[src/rtl/adc_host_pkg.sv]
package adc_host_pkg;

  typedef enum logic [3:0] {
    S_IDLE, S_WRITE, S_WGAP, S_ACQ, S_WAIT, S_RDLO, S_RGAP, S_RDHI, S_TAIL
  } host_st_t;

  // clock cycles covering a time limit, rounded up
  function automatic int cyc_ceil(input int ns, input int per);
    return (ns + per - 1) / per;
  endfunction

  function automatic int imax(input int a, input int b);
    return (a > b) ? a : b;
  endfunction

endpackage

[src/rtl/ahb_timer.sv]
module ahb_timer #(
  parameter int W = 4
) (
  input  logic         clk,
  input  logic         rst,
  input  logic         load,
  input  logic [W-1:0] val,
  output logic         zero
);
  logic [W-1:0] cnt;

  always_ff @(posedge clk) begin
    if (rst)            cnt <= '0;
    else if (load)      cnt <= val;
    else if (cnt != '0) cnt <= cnt - 1'b1;
  end

  assign zero = (cnt == '0);
endmodule

[src/rtl/ahb_unpack.sv]
module ahb_unpack (
  input  logic [7:0]  lo,
  input  logic [7:0]  hi,
  input  logic        bip,
  output logic [15:0] word,
  output logic        bad
);
  logic [11:0] smp;
  logic [3:0]  pad_exp;

  always_comb begin
    smp     = {hi[3:0], lo};
    pad_exp = bip ? {4{hi[3]}} : 4'b0000;
    word    = {pad_exp, smp};
    bad     = (hi[7:4] != pad_exp);
  end
endmodule

[src/rtl/adc_bus_host.sv]
module adc_bus_host
  import adc_host_pkg::*;
#(
  parameter int CLK_NS       = 20,
  parameter int T_STROBE_NS  = 80,
  parameter int T_DSETUP_NS  = 60,
  parameter int T_ACCESS_NS  = 120,
  parameter int T_RELEASE_NS = 70,
  parameter int ACQ_CYC      = 10,
  parameter int TIMEOUT_CYC  = 1000,
  parameter int SYNC_LEN     = 2
) (
  input  logic        clk,
  input  logic        rst,
  input  logic        start,
  input  logic [7:0]  cfg_byte,
  input  logic        ext_acq,
  input  logic [7:0]  bus_in,
  output logic [7:0]  bus_out,
  output logic        bus_oe,
  output logic        cs_n,
  output logic        wr_n,
  output logic        rd_n,
  output logic        hben,
  input  logic        irq_n,
  output logic [15:0] result,
  output logic        done,
  output logic        err_timeout,
  output logic        err_nibble
);
  localparam int WR_CYC  = imax(1, imax(cyc_ceil(T_STROBE_NS, CLK_NS), cyc_ceil(T_DSETUP_NS, CLK_NS)));
  localparam int RD_CYC  = imax(1, cyc_ceil(T_ACCESS_NS, CLK_NS));
  localparam int REL_CYC = imax(1, cyc_ceil(T_RELEASE_NS, CLK_NS));
  localparam int ACQ_N   = imax(1, ACQ_CYC);
  localparam int CMAX    = imax(imax(WR_CYC, RD_CYC), imax(REL_CYC, ACQ_N));
  localparam int CW      = imax(1, $clog2(CMAX + 1));
  localparam int TW      = imax(1, $clog2(TIMEOUT_CYC + 1));
  localparam logic [CW-1:0] L_WR  = CW'(WR_CYC - 1);
  localparam logic [CW-1:0] L_RD  = CW'(RD_CYC - 1);
  localparam logic [CW-1:0] L_REL = CW'(REL_CYC - 1);
  localparam logic [CW-1:0] L_ACQ = CW'(ACQ_N - 1);
  localparam logic [TW-1:0] L_TMO = TW'(TIMEOUT_CYC - 1);
  localparam logic [7:0]    ACQ_BIT = 8'h20;

  // completion line synchroniser
  logic irq_s;
  generate
    if (SYNC_LEN == 0) begin : g_nosync
      assign irq_s = irq_n;
    end else begin : g_sync
      logic [SYNC_LEN-1:0] sq;
      always_ff @(posedge clk) begin
        if (rst) sq <= '1;
        else     sq <= {sq[SYNC_LEN-2:0], irq_n};
      end
      assign irq_s = sq[SYNC_LEN-1];
    end
  endgenerate

  host_st_t      st, st_n;
  logic          cs_r, wr_r, rd_r, hb_r, oe_r, done_r, et_r, en_r, sec_r;
  logic          cs_x, wr_x, rd_x, hb_x, oe_x, done_x, et_x, en_x, sec_x;
  logic [7:0]    dout_r, dout_x, cfg_r, cfg_x, lo_r, lo_x;
  logic [15:0]   res_r, res_x;
  logic [TW-1:0] tmo_r, tmo_x;
  logic          ld, t_zero;
  logic [CW-1:0] ldv;
  logic [15:0]   u_word;
  logic          u_bad;

  ahb_timer #(.W(CW)) u_tmr (
    .clk(clk), .rst(rst), .load(ld), .val(ldv), .zero(t_zero)
  );

  ahb_unpack u_unp (
    .lo(lo_r), .hi(bus_in), .bip(cfg_r[3]), .word(u_word), .bad(u_bad)
  );

  always_comb begin
    st_n = st;  cs_x = cs_r; wr_x = wr_r; rd_x = rd_r; hb_x = hb_r;
    oe_x = oe_r; dout_x = dout_r; cfg_x = cfg_r; lo_x = lo_r; res_x = res_r;
    et_x = et_r; en_x = en_r; sec_x = sec_r; tmo_x = tmo_r;
    done_x = 1'b0; ld = 1'b0; ldv = '0;
    unique case (st)
      S_IDLE: if (start) begin
        cfg_x  = cfg_byte;
        sec_x  = ext_acq;
        dout_x = ext_acq ? (cfg_byte | ACQ_BIT) : (cfg_byte & ~ACQ_BIT);
        oe_x = 1'b1; cs_x = 1'b0; wr_x = 1'b0;
        et_x = 1'b0; en_x = 1'b0;
        ld = 1'b1; ldv = L_WR; st_n = S_WRITE;
      end
      S_WRITE: if (t_zero) begin
        wr_x = 1'b1; cs_x = 1'b1;
        ld = 1'b1; ldv = L_REL; st_n = S_WGAP;
      end
      S_WGAP: if (t_zero) begin
        oe_x = 1'b0;
        if (sec_r) begin
          ld = 1'b1; ldv = L_ACQ; st_n = S_ACQ;
        end else begin
          tmo_x = '0; st_n = S_WAIT;
        end
      end
      S_ACQ: if (t_zero) begin
        dout_x = cfg_r & ~ACQ_BIT;
        oe_x = 1'b1; cs_x = 1'b0; wr_x = 1'b0; sec_x = 1'b0;
        ld = 1'b1; ldv = L_WR; st_n = S_WRITE;
      end
      S_WAIT: begin
        if (!irq_s) begin
          cs_x = 1'b0; rd_x = 1'b0; hb_x = 1'b0;
          ld = 1'b1; ldv = L_RD; st_n = S_RDLO;
        end else if (tmo_r == L_TMO) begin
          et_x = 1'b1; done_x = 1'b1; st_n = S_IDLE;
        end else begin
          tmo_x = tmo_r + 1'b1;
        end
      end
      S_RDLO: if (t_zero) begin
        lo_x = bus_in; rd_x = 1'b1; cs_x = 1'b1;
        ld = 1'b1; ldv = L_REL; st_n = S_RGAP;
      end
      S_RGAP: if (t_zero) begin
        cs_x = 1'b0; rd_x = 1'b0; hb_x = 1'b1;
        ld = 1'b1; ldv = L_RD; st_n = S_RDHI;
      end
      S_RDHI: if (t_zero) begin
        res_x = u_word; en_x = u_bad; done_x = 1'b1;
        rd_x = 1'b1; cs_x = 1'b1; hb_x = 1'b0;
        ld = 1'b1; ldv = L_REL; st_n = S_TAIL;
      end
      S_TAIL: if (t_zero) st_n = S_IDLE;
      default: st_n = S_IDLE;
    endcase
  end

  always_ff @(posedge clk) begin
    if (rst) begin
      st <= S_IDLE;
      cs_r <= 1'b1; wr_r <= 1'b1; rd_r <= 1'b1; hb_r <= 1'b0; oe_r <= 1'b0;
      dout_r <= '0; cfg_r <= '0; lo_r <= '0; res_r <= '0;
      done_r <= 1'b0; et_r <= 1'b0; en_r <= 1'b0; sec_r <= 1'b0; tmo_r <= '0;
    end else begin
      st <= st_n;
      cs_r <= cs_x; wr_r <= wr_x; rd_r <= rd_x; hb_r <= hb_x; oe_r <= oe_x;
      dout_r <= dout_x; cfg_r <= cfg_x; lo_r <= lo_x; res_r <= res_x;
      done_r <= done_x; et_r <= et_x; en_r <= en_x; sec_r <= sec_x; tmo_r <= tmo_x;
    end
  end

  assign bus_out     = dout_r;
  assign bus_oe      = oe_r;
  assign cs_n        = cs_r;
  assign wr_n        = wr_r;
  assign rd_n        = rd_r;
  assign hben        = hb_r;
  assign result      = res_r;
  assign done        = done_r;
  assign err_timeout = et_r;
  assign err_nibble  = en_r;
endmodule

[config.mk]
export PLATFORM = sky130hd
export DESIGN_NAME = adc_bus_host
export DESIGN_NICKNAME = d
export VERILOG_FILES = /design/src/rtl/adc_host_pkg.sv /design/src/rtl/ahb_timer.sv /design/src/rtl/ahb_unpack.sv /design/src/rtl/adc_bus_host.sv
export SDC_FILE = /design/constraint.sdc
export NUM_CORES = 1
export LEC_CHECK = 0
export ABC_AREA = 1
export BUFFER_PORTS_ARGS = -buffer_cell sky130_fd_sc_hd__buf_2
export CAP_MARGIN = 15
export CORE_ASPECT_RATIO = 0.5
export CORE_MARGIN = 2
export CORE_UTILIZATION = 35
export DETAILED_ROUTE_END_ITERATION = 12
export GPL_TIMING_DRIVEN = 0
export PLACE_DENSITY_LB_ADDON = 0.15
export SYNTH_ARGS = -nofsm -noshare
export SYNTH_HDL_FRONTEND = slang
export SYNTH_SLANG_ARGS = --single-unit
[constraint.sdc]
create_clock -name clk -period 2.3 [get_ports clk]
set_clock_uncertainty 0.15 [all_clocks]
set_input_delay 0.46 -clock clk [delete_from_list [all_inputs] [get_ports clk]]
set_output_delay 0.46 -clock clk [all_outputs]
set_load 0.01 [all_outputs]
==> metrics.csv <==
metric,value,unit
hold_class,in2reg,
critical_path_class,reg2reg,
wl_per_cell,12.37,um
drive_gt1_share,20.52,%
nets,522,
dieHeight,69.73,um
yosysUniqueCellTypes,31,
grt_pass1_wl,12960,um
portBuffers,50,
seq_area_frac_synth,42.37,%
dpl_cell_area,3415,sq um
io_pins,53,
fp.dieW,135.5,um
max_freq,0.4993,GHz
route.detailed.drc,0,
worst_setup_path_end_kind,flip-flop,
instances_no_fill,614,
grt-ovfl-total,0,
ctsHoldBuffers,0,
ant_nets,0,
max_slew_margin,60.44,%
grt_util_all_layers,17.50,%
clock_latency,0.32,ns
rsz0062_at_grt,no,
final_cell_mix,"nand2_1 (91), nor2_1 (75), dfxtp_1 (64)",
cp-start-kind,flip-flop,
slew_viol_final,0,
cts.clk_slew.worst_paths,0.05,ns
totalWireLength,7597,um
cp_max_fo,10,
min_period,2.003,ns
cts_root_buf,clkbuf_16,
crit_required,2.36,ns
worstMarginPinSlew,0.5934,ns
num_vias,2878,
syn-num-nets,461,
avgSynthCellArea,6.904,sq um
multi_input_area,1490,sq um
crit_path_frequent_cell,nand2_1,
p_leak,1.679,nW
grt_pass1_vias,2763,
firstDrtPassIters,4,
ys_seq_elements,64,
cts_buffers,9,
dp_cells,600,
postSynthCellCount,438,
antenna_cells,0,
drv_cap,0,
die-area,9445,sq um
yosys_warnings,0,
vdd_drop_max,0.5265,mV
status,"complete, no violations",
final_util,45.48,%
clockBufferDepth,2,
start_util,36.87,%
htreeDepth,3,
syn_area,3024,sq um
cp_slowest_cell,dfxtp_1,
place_congestion,0.8824,
layout_commonest_cell,nand2_1,
finalCritPeriodShare,87.08,%
coreArea,8202,sq um
grt_max_degree,11,
clock_sinks,64,
finalHoldViolations,0,
fillers,869,
dp_hpwl,5588,um
ff_latch_area,1281,sq um
rows,23,
p_per_area,1152,nW/um^2
cts_tree,yes,
cp_cell_sequence,"inv_1, ha_1, nand2_1, nor2_4, nand2_1, clkbuf_1, o21ai_0, nor2_1",
setup_violations,0,
avgViaCountPerCell,4.687,
cts_setup_buffers,0,
antenna_found_initial,0,
design_area,3730,sq um
slowest_delay,0.32,ns
worstPathArrival,2.06,ns
fin_tns_setup,0,ns
drt_iter0_drc,109,
area_growth_syn_to_layout,23.33,%
cell usage after synthesis:
library cell	number	share of area, %
buf_4	4	0.99
nand2_1	91	11
or2_2	2	0.41
nand2_2	5	1.0
nand4_1	6	1.2
nor3_1	3	0.50
inv_2	7	0.87
a21oi_1	42	7.0
dfxtp_1	64	42
o21bai_1	2	0.50
buf_2	5	0.83
nand3_1	18	3.0
xor2_1	5	1.4
nor2_2	9	1.9
nand3b_1	1	0.25
inv_1	34	4.2
clkbuf_1	7	0.87
o211ai_1	1	0.25
a31oi_1	2	0.41
a21oi_2	1	0.29
a211oi_1	1	0.25
o21ai_1	4	0.66
o21ai_0	38	6.3
nor2_4	3	1.1
nor2_1	75	9.3
nand3_2	1	0.33
nor3b_1	1	0.25
nand2_4	1	0.37
buf_6	2	0.74
xnor2_1	1	0.29
ha_1	2	0.83
per-stage QoR:
step           setup WS [ns]  power (mW)  hold slack (ns)
6_report              0.2973       4.296           0.1655
5_1_grt              0.08715       4.610           0.1576
4_1_cts               0.1765       4.334           0.1536
3_5_place_dp          0.1974       2.890           0.2460
3_3_place_gp          0.1680       2.883           0.2470
2_1_floorplan         0.6230       2.495           0.2395
metal layers:
layer / track usage [%] / wire length, um / vias up
met5: 0 / 0 / -
met4: 5.208 / 90 / 0
met3: 5.629 / 295 / 7
met2: 27.13 / 3293 / 40
met1: 23.26 / 3917 / 1299
li1: - / - / 1532
registers in the layout (all words and copies together), names as in the netlist:
signal       flops
err_nibble       1
g_sync.sq        2
bus_out          8
u_tmr.cnt        4
cfg_r            7
err_timeout      1
result          13
st               4
hben             1
rd_n             1
tmo_r           10
done             1
lo_r             8
bus_oe           1
wr_n             1
cs_n             1
worst max-delay path: cells and delay by family, from the launching register on:
family	cells	cell delay, ns
compound gates	1	0.29
flops	1	0.32
buf+inv	2	0.35
fa+ha+maj	1	0.21
simple gates	4	0.56
power by group:
| part | internal [mW] | total (mW) | leakage, nW | switching (mW) |
|---|---|---|---|---|
| combinational | 0.509 | 1.45 | 1.01 | 0.940 |
| sequential | 1.30 | 1.42 | 0.522 | 0.119 |
| clock | 0.965 | 1.43 | 0.148 | 0.463 |
| total | 2.77 | 4.30 | 1.68 | 1.52 |
area by class of cell:
type                            instances  share of cell area [%]
Multi-Input combinational cell        315                   39.95
Sequential cell                        64                   34.35
Timing Repair Buffer                   50                   6.709
Clock buffer                           11                   6.508
Inverter                               41                   4.126
Tap cell                              112                   3.757
Buffer                                 18                   2.784
Clock inverter                          3                   1.811
logic make-up (layout without fill, tap and decap cells):
logic type / count (synthesis) / count (layout) / synth area share (%)
buffers and inverters: 59 / 123 / 8.523
DFF: 64 / 64 / 42.37
xor gates and xnor gates: 6 / 6 / 1.738
adders and majority gates: 2 / 2 / 0.8273
AOI/OAI and AO/OA: 91 / 91 / 15.60
and+or+nand+nor: 216 / 216 / 30.95
final timing paths:
path	from	endpoint	slack (ns)	cells past startpoint
max reg2reg	u_tmr.cnt[0]	result[5]	0.30	8
min	irq_n	g_sync.sq[0]	0.17	2
max	u_tmr.cnt[0]	result[5]	0.30	8
min reg2reg	g_sync.sq[0]	g_sync.sq[1]	0.26	1
repair_timing:
| item | 4_1_cts | 5_1_grt |
|---|---|---|
| gates resized for setup | 0 | 1 |
| setup endpoints to repair | 0 | 3 |
| endpoints found under the hold margin | 0 | 0 |
Note: power is estimated with default switching activity, not from simulation.
